## src/rtl/cfg_pkg.sv

```systemverilog
package cfg_pkg;
  typedef enum logic [1:0] {
    ERR_NONE    = 2'd0,
    ERR_ID      = 2'd1,
    ERR_TIMEOUT = 2'd2,
    ERR_EMPTY   = 2'd3
  } err_t;

  typedef enum logic [2:0] {
    ST_ID, ST_REF, ST_WEN, ST_ERASE, ST_POLL, ST_IMG, ST_WDIS, ST_FIN
  } step_t;

  typedef enum logic [2:0] {
    PH_IDLE, PH_CHECK, PH_FRAME, PH_GAP, PH_WAIT
  } phase_t;

  localparam logic [31:0] ID_A       = 32'hC208_8080;
  localparam logic [31:0] ID_B       = 32'hC204_8080;
  localparam logic [31:0] ERASED_VAL = 32'h0001_0000;
  localparam int          DONE_BIT   = 14;

  function automatic logic [7:0] step_opcode(step_t s);
    case (s)
      ST_ID:    return 8'h07;
      ST_REF:   return 8'h71;
      ST_WEN:   return 8'h4A;
      ST_ERASE: return 8'h70;
      ST_IMG:   return 8'h41;
      ST_WDIS:  return 8'h4F;
      default:  return 8'h09;
    endcase
  endfunction

  function automatic logic step_reads(step_t s);
    return (s == ST_ID) || (s == ST_POLL) || (s == ST_FIN);
  endfunction
endpackage

```

## src/rtl/cfg_spi_shifter.sv

```systemverilog
module cfg_spi_shifter #(
  parameter int CLK_DIV = 2
) (
  input  logic       clk,
  input  logic       rst,
  input  logic       go,
  input  logic [7:0] tx,
  output logic       done,
  output logic [7:0] rx,
  output logic       sclk,
  output logic       mosi,
  input  logic       miso
);
  localparam int CW = $clog2(CLK_DIV) + 1;

  logic          active;
  logic [CW-1:0] cnt;
  logic [2:0]    bitn;
  logic [7:0]    sh;

  always_ff @(posedge clk) begin
    if (rst) begin
      active <= 1'b0;
      cnt    <= '0;
      bitn   <= '0;
      sh     <= '0;
      rx     <= '0;
      sclk   <= 1'b0;
      mosi   <= 1'b0;
      done   <= 1'b0;
    end else begin
      done <= 1'b0;
      if (!active) begin
        if (go) begin
          active <= 1'b1;
          sh     <= tx;
          mosi   <= tx[7];
          cnt    <= '0;
          bitn   <= '0;
        end
      end else if (cnt == CW'(CLK_DIV - 1)) begin
        cnt <= '0;
        if (!sclk) begin
          sclk <= 1'b1;
          rx   <= {rx[6:0], miso};
        end else begin
          sclk <= 1'b0;
          if (bitn == 3'd7) begin
            active <= 1'b0;
            done   <= 1'b1;
          end else begin
            bitn <= bitn + 3'd1;
            sh   <= {sh[6:0], 1'b0};
            mosi <= sh[6];
          end
        end
      end else begin
        cnt <= cnt + CW'(1);
      end
    end
  end


  mosi_hold_chk: assert property (@(posedge clk) disable iff (rst)
    (sclk && $past(sclk)) |-> $stable(mosi));


  idle_low_chk: assert property (@(posedge clk) disable iff (rst)
    (!active && !go) |=> !sclk);
endmodule

```

## src/rtl/cfg_wait_timer.sv

```systemverilog
module cfg_wait_timer #(
  parameter int WAIT_CYC = 100
) (
  input  logic clk,
  input  logic rst,
  input  logic kick,
  output logic expired
);
  localparam int TW = $clog2(WAIT_CYC + 1);

  logic [TW-1:0] cnt;
  logic          run;

  always_ff @(posedge clk) begin
    if (rst) begin
      cnt     <= '0;
      run     <= 1'b0;
      expired <= 1'b0;
    end else begin
      expired <= 1'b0;
      if (kick) begin
        run <= 1'b1;
        cnt <= '0;
      end else if (run) begin
        if (cnt == TW'(WAIT_CYC - 1)) begin
          run     <= 1'b0;
          expired <= 1'b1;
        end else begin
          cnt <= cnt + TW'(1);
        end
      end
    end
  end
endmodule

```

## src/rtl/spi_cfg_loader.sv

```systemverilog
module spi_cfg_loader
  import cfg_pkg::*;
#(
  parameter int LEN_W      = 16,
  parameter int CLK_DIV    = 2,
  parameter int CLK_HZ     = 50_000_000,
  parameter int POLL_MS    = 10,
  parameter int POLL_LIMIT = 500
) (
  input  logic             clk,
  input  logic             rst,
  input  logic             start,
  input  logic [LEN_W-1:0] img_len,
  input  logic [7:0]       img_data,
  input  logic             img_valid,
  output logic             img_ready,
  output logic             sclk,
  output logic             cs_n,
  output logic             mosi,
  input  logic             miso,
  output logic             busy,
  output logic             ok,
  output logic             not_done,
  output logic [1:0]       err_code
);
  localparam int CNT_W    = LEN_W + 1;
  localparam int MS_TICKS = (CLK_HZ / 1000 > 0) ? CLK_HZ / 1000 : 1;
  localparam int WAIT_CYC = POLL_MS * MS_TICKS;
  localparam int GAP_CYC  = 2 * CLK_DIV;
  localparam int GW       = $clog2(GAP_CYC + 1);
  localparam int PW       = $clog2(POLL_LIMIT + 1);

  phase_t           phase;
  step_t            step, nxt_step;
  logic [CNT_W-1:0] idx, frame_len;
  logic [LEN_W-1:0] len_q;
  logic             launch;
  logic [31:0]      rx_word;
  logic [PW-1:0]    poll_cnt;
  logic [GW-1:0]    gap_cnt;
  logic             gap_done, go_frame, go_wait, fin, fin_ok, fin_nd;
  err_t             fin_err;
  logic             need_img, eng_go, eng_done, tmr_done;
  logic [7:0]       tx_byte, eng_rx;

  always_comb begin
    if (step == ST_IMG)        frame_len = CNT_W'(len_q) + CNT_W'(8);
    else if (step_reads(step)) frame_len = CNT_W'(16);
    else                       frame_len = CNT_W'(4);
  end

  assign need_img  = (step == ST_IMG) && (idx >= CNT_W'(4)) &&
                     (idx < CNT_W'(len_q) + CNT_W'(4));
  assign img_ready = (phase == PH_FRAME) && launch && need_img;
  assign eng_go    = (phase == PH_FRAME) && launch && (!need_img || img_valid);
  assign gap_done  = (phase == PH_GAP) && (gap_cnt == GW'(GAP_CYC - 1));

  always_comb begin
    if (idx == '0)     tx_byte = step_opcode(step);
    else if (idx < CNT_W'(4)) tx_byte = (step == ST_IMG) ? 8'hFF : 8'h00;
    else if (need_img) tx_byte = img_data;
    else               tx_byte = 8'h00;
  end

  always_comb begin
    nxt_step = step;
    go_frame = 1'b0;
    go_wait  = 1'b0;
    fin      = 1'b0;
    fin_ok   = 1'b0;
    fin_nd   = 1'b0;
    fin_err  = ERR_NONE;
    case (step)
      ST_ID: begin
        if (rx_word == ID_A || rx_word == ID_B) begin
          nxt_step = ST_REF;
          go_frame = 1'b1;
        end else begin
          fin     = 1'b1;
          fin_err = ERR_ID;
        end
      end
      ST_REF:   begin nxt_step = ST_WEN;   go_frame = 1'b1; end
      ST_WEN:   begin nxt_step = ST_ERASE; go_frame = 1'b1; end
      ST_ERASE: begin nxt_step = ST_POLL;  go_frame = 1'b1; end
      ST_POLL: begin
        if (rx_word == ERASED_VAL) begin
          nxt_step = ST_IMG;
          go_frame = 1'b1;
        end else if (poll_cnt == PW'(POLL_LIMIT - 1)) begin
          fin     = 1'b1;
          fin_err = ERR_TIMEOUT;
        end else begin
          go_wait = 1'b1;
        end
      end
      ST_IMG:  begin nxt_step = ST_WDIS; go_frame = 1'b1; end
      ST_WDIS: begin nxt_step = ST_FIN;  go_frame = 1'b1; end
      default: begin
        fin    = 1'b1;
        fin_ok = rx_word[DONE_BIT];
        fin_nd = !rx_word[DONE_BIT];
      end
    endcase
  end

  always_ff @(posedge clk) begin
    if (rst) begin
      phase    <= PH_IDLE;
      step     <= ST_ID;
      idx      <= '0;
      len_q    <= '0;
      launch   <= 1'b0;
      rx_word  <= '0;
      poll_cnt <= '0;
      gap_cnt  <= '0;
      cs_n     <= 1'b1;
      busy     <= 1'b0;
      ok       <= 1'b0;
      not_done <= 1'b0;
      err_code <= ERR_NONE;
    end else begin
      case (phase)
        PH_IDLE: if (start) begin
          busy     <= 1'b1;
          ok       <= 1'b0;
          not_done <= 1'b0;
          err_code <= ERR_NONE;
          len_q    <= img_len;
          poll_cnt <= '0;
          phase    <= PH_CHECK;
        end
        PH_CHECK: begin
          if (len_q == '0) begin
            err_code <= ERR_EMPTY;
            busy     <= 1'b0;
            phase    <= PH_IDLE;
          end else begin
            step   <= ST_ID;
            cs_n   <= 1'b0;
            idx    <= '0;
            launch <= 1'b1;
            phase  <= PH_FRAME;
          end
        end
        PH_FRAME: begin
          if (eng_done) begin
            rx_word <= {rx_word[23:0], eng_rx};
            if (idx == frame_len - CNT_W'(1)) begin
              cs_n    <= 1'b1;
              gap_cnt <= '0;
              phase   <= PH_GAP;
            end else begin
              idx    <= idx + CNT_W'(1);
              launch <= 1'b1;
            end
          end else if (eng_go) begin
            launch <= 1'b0;
          end
        end
        PH_GAP: begin
          gap_cnt <= gap_cnt + GW'(1);
          if (gap_done) begin
            step <= nxt_step;
            if (go_frame) begin
              cs_n   <= 1'b0;
              idx    <= '0;
              launch <= 1'b1;
              phase  <= PH_FRAME;
            end else if (go_wait) begin
              poll_cnt <= poll_cnt + PW'(1);
              phase    <= PH_WAIT;
            end else begin
              busy     <= 1'b0;
              ok       <= fin_ok;
              not_done <= fin_nd;
              err_code <= fin_err;
              phase    <= PH_IDLE;
            end
          end
        end
        default: if (tmr_done) begin
          cs_n   <= 1'b0;
          idx    <= '0;
          launch <= 1'b1;
          phase  <= PH_FRAME;
        end
      endcase
    end
  end

  cfg_spi_shifter #(.CLK_DIV(CLK_DIV)) u_shift (
    .clk(clk), .rst(rst), .go(eng_go), .tx(tx_byte), .done(eng_done),
    .rx(eng_rx), .sclk(sclk), .mosi(mosi), .miso(miso)
  );

  cfg_wait_timer #(.WAIT_CYC(WAIT_CYC)) u_wait (
    .clk(clk), .rst(rst), .kick(gap_done && go_wait), .expired(tmr_done)
  );


  ready_in_frame_chk: assert property (@(posedge clk) disable iff (rst)
    img_ready |-> (!cs_n && !sclk));


  sclk_in_frame_chk: assert property (@(posedge clk) disable iff (rst)
    $rose(sclk) |-> !cs_n);


  result_onehot_chk: assert property (@(posedge clk) disable iff (rst)
    $onehot0({ok, not_done, err_code != 2'd0}) && !(busy && (ok || not_done)));


  poll_bound_chk: assert property (@(posedge clk) disable iff (rst)
    poll_cnt < PW'(POLL_LIMIT));


  empty_quiet_chk: assert property (@(posedge clk) disable iff (rst)
    (phase == PH_CHECK && len_q == '0) |=> (cs_n && err_code == 2'd3));
endmodule

```

## config.mk

```make
export PLATFORM = sky130hd
export DESIGN_NAME = spi_cfg_loader
export DESIGN_NICKNAME = d
export VERILOG_FILES = /design/src/rtl/cfg_pkg.sv /design/src/rtl/cfg_spi_shifter.sv /design/src/rtl/cfg_wait_timer.sv /design/src/rtl/spi_cfg_loader.sv
export SDC_FILE = /design/constraint.sdc
export NUM_CORES = 1
export LEC_CHECK = 0
export ABC_CLOCK_PERIOD_IN_PS = 4600
export BUFFER_PORTS_ARGS = -buffer_cell sky130_fd_sc_hd__clkbuf_2
export CORE_MARGIN = 2
export CORE_UTILIZATION = 30
export CTS_BUF_LIST = sky130_fd_sc_hd__clkbuf_8
export DETAILED_ROUTE_END_ITERATION = 8
export GPL_ROUTABILITY_DRIVEN = 1
export GPL_TIMING_DRIVEN = 0
export PLACE_DENSITY = 0.41
export SLEW_MARGIN = 20
export SYNTH_ARGS = -nofsm -noshare
export SYNTH_HDL_FRONTEND = slang
export SYNTH_HIERARCHICAL = 1
export SYNTH_SLANG_ARGS = --single-unit
```

## constraint.sdc

```tcl
create_clock -name clk -period 4.6 [get_ports clk]
set_input_delay 0 -clock clk [delete_from_list [all_inputs] [get_ports clk]]
set_output_delay 0 -clock clk [all_outputs]
set_load 0.005 [all_outputs]
```

==> flow_metrics.tcl <==
set metrics [dict create \
    outcome "completed" \
    critPathMaxStageDelay_ns 0.42 \
    core.rowCount 60 \
    async_set_reset_flop_share_out_of_synthesis_pct 0 \
    postSynthRegisterBits 135 \
    post-synth-top-area-fraction_pct 32.9 \
    synth-main-ff-cell "dfxtp_1" \
    worst_hold_path_class "input pin to flip-flop" \
    worst_skew_pair.late_latency_ns 0.47 \
    fin_skew_ns 0.0201 \
    post_cts_repair_setup_buffers 0 \
    final_layout_size_suffix_gt1_share_pct 10.0 \
    synth_sequential_area_ratio_pct 32.9 \
    critPathRequiredTime_ns 4.95 \
    h-tree-depth 4 \
    timing.final.max_slew_violations 0 \
    area.growth.synth_to_final_pct 15.4 \
    cts_buffer_count 17 \
    maxSlewHeadroom_pct 42.8 \
    floorplan.initialDensity_pct 30.5 \
    hold_viol 0 \
    crit_path_cell_trace "buf_2 > and3b_1 > clkbuf_4 > clkbuf_4 > nand2_1 > ha_1 > clkbuf_2 > o2111ai_1 > xnor2_2 > nor2_1 > xor2_1 > a2111o_1 > nor4b_1 > and3_1 > nand2_1 > and4_1 > a311o_1" \
    viasPerCell 5.29 \
    cts_tree "yes" \
    end_kind "flip-flop" \
    layout.nets 1190 \
    final_min_period_over_clock_period_pct 94.6 \
    syn_inst 1058 \
    boundaryPins 38 \
    post_synth_num_cell_types 84 \
    worst_hold_slack_ns 0.0295 \
    grt_first_pass_wirelength_um 42400 \
    placeable_area_um2 27000 \
    synth.area.top_cells "dfxtp_1 33%, nand2_1 8.6%, a21oi_1 6.8%" \
    placement.io_buffers 37 \
    setup_slack_ns 0.248 \
    setup_viols_final 0 \
    gpl.final_weighted_congestion 0.845 \
    number_of_sinks_handled_by_clock_tree_synthesis 135 \
    route.vias.total 7864 \
    number_of_violations_reported_at_the_end_of_detailed_routing_iteration_0 391 \
    synthDominantAreaCellType "dfxtp_1" \
    post-synth-top-count-cell "nand2_1" \
    globalRoute.totalOverflow 0 \
    rsz_0062_raised_after_global_routing "false" \
    setup.worst_path.start_class "flip-flop" \
    fp.dieH_um 170 \
    path_max_fanout 10 \
    synth_area_per_cell_um2 7.77 \
    fp.dieArea_um2 28700 \
    fin_util_pct 35.2 \
    power.leakage_nw 3.47 \
    die_width_um 170 \
    maximum_number_of_pins_on_one_net_before_global_route_repair 17 \
    minimum_setup_slack_after_placement_ns -0.115 \
    synth_enable_flop_cells 0 \
    gr-usage-all-layers_pct 18.8 \
    antenna_found_initial 0 \
    first_global_vias 7827 \
    cp_data_arrival_time_ns 4.70 \
    worst_path_max_delay_cell "a2111o_1" \
    min_period_ns 4.35 \
    totalWireLength_um 26100 \
    power.ir.vdd_worst_mv 0.183 \
    ant_nets 0 \
    critical_path_class "flip-flop to flip-flop" \
    route.detailed.drc 0 \
    synth_top_cells_by_count "189 x nand2_1, 135 x dfxtp_1, 112 x a21oi_1, 68 x nor2_1, 44 x clkbuf_1" \
    half_perimeter_wire_length_after_placement_um 19500 \
    p_per_area_nw_per_um2 331 \
    synth.yosys.warnings 6 \
    wire_per_inst_um 17.6 \
    worst_setup_hold_path_clk_slew_ns 0.09 \
    cts-root-to-sink-buffers 2 \
    cap_violations 0 \
    clockRootBuffer "clkbuf_8" \
    mappedNetlistArea_um2 8220 \
    max_freq_ghz 0.230 \
    max_slew.worst_pin.slew_ns 0.855 \
    synth_nets 1115 \
    insertedDiodeCount 0 \
    detailedRoute.firstPassIterationCount 5 \
]
## report_power, final
group          switching, mW  internal, mW  total [mW]
registers             0.0644          1.23        1.29
logic                  0.484         0.238       0.723
clock network          0.561         0.565        1.13
total                   1.11          2.03        3.14
## flip-flops by register name, indices dropped and copies added (netlist names), 3 cells and up
signal,count
step,3
u_wait/cnt,19
rx_word,32
gap_cnt,3
poll_cnt,9
u_shift/sh,7
phase,3
idx,17
u_shift/bitn,3
u_shift/rx,8
len_q,16
## cell type report
cell class / instances / area, um^2
Clock inverter: 14 / 185
Timing Repair Buffer: 56 / 375
Inverter: 33 / 124
Clock buffer: 18 / 248
Fill cell: 2880 / 17500
Buffer: 64 / 297
Multi-Input combinational cell: 826 / 5130
Tap cell: 341 / 427
Sequential cell: 135 / 2700
## metrics by stage
step                area [um^2]  cells  total power, mW  TNS [ns]
finish                     9490   1487             3.14         0
CTS                        9480   1487             3.19         0
global route               9490   1487             3.32         0
global placement           8830   1436             2.03    -0.647
floorplan                  8220   1058             1.78         0
detailed placement         8850   1436             2.03    -0.115
## logic make-up (layout without fill, tap and decap cells)
kind of cell	count (synthesis)	after routing	synth area share [%]
buf+inv	97	185	5.01
mux	11	11	1.34
fa+ha+maj	28	28	4.26
xor+xnor	64	64	6.91
compound gates	254	254	20.6
simple gates	469	469	29.0
flops	135	135	32.9
## final timing paths
| kind | end | slack, ns | from | cells past startpoint |
|---|---|---|---|---|
| worst max-delay path | gap_cnt[0] | 0.25 | step[2] | 17 |
| worst min-delay path | len_q[0] | 0.03 | start | 4 |
| worst max register to register | gap_cnt[0] | 0.25 | step[2] | 17 |
| worst min register to register | rx_word[7] | 0.45 | u_shift/rx[7] | 2 |
## timing repair
| action | 4_1_cts | 5_1_grt |
|---|---|---|
| hold buffers | 19 | 0 |
| gates resized for setup | 2 | 7 |
| endpoints found under the setup margin | 1 | 22 |
| hold endpoints to repair | 21 | 0 |
## cell usage in the layout (no fill, tap or decap), types with 8 or more instances in the layout
master / count
nor3_1: 20
xnor2_1: 38
dlygate4sd3_1: 19
o21a_1: 13
dfxtp_1: 135
and4_1: 8
a21oi_1: 112
inv_1: 33
clkbuf_8: 18
clkbuf_1: 41
nand4_1: 23
buf_2: 13
nor4_1: 23
o211ai_1: 9
or4_1: 8
nand2_1: 189
ha_1: 28
nand2b_1: 15
clkbuf_2: 39
nand3_1: 34
nor2_1: 68
and3_1: 22
xor2_1: 24
mux2i_1: 11
a21o_1: 13
o21ai_0: 22
## routing by layer
layer	up-vias	wire, um	global-route usage [%]
li1	3948	-	-
met5	-	0	0
met3	32	634	3.24
met4	0	599	6.06
met2	128	12500	32.0
met1	3756	12400	24.1
## worst max-delay path: cells and delay by family (launching register included)
family / cells / cell delay (ns)
buffers and inverters: 4 / 0.88
XOR/XNOR: 2 / 0.50
AO/OA/AOI/OAI: 3 / 0.95
AND/OR/NAND/NOR: 7 / 1.45
flip-flops: 1 / 0.30
adder cells (fa/ha/maj): 1 / 0.17
Note: power is estimated with default switching activity, not from simulation.
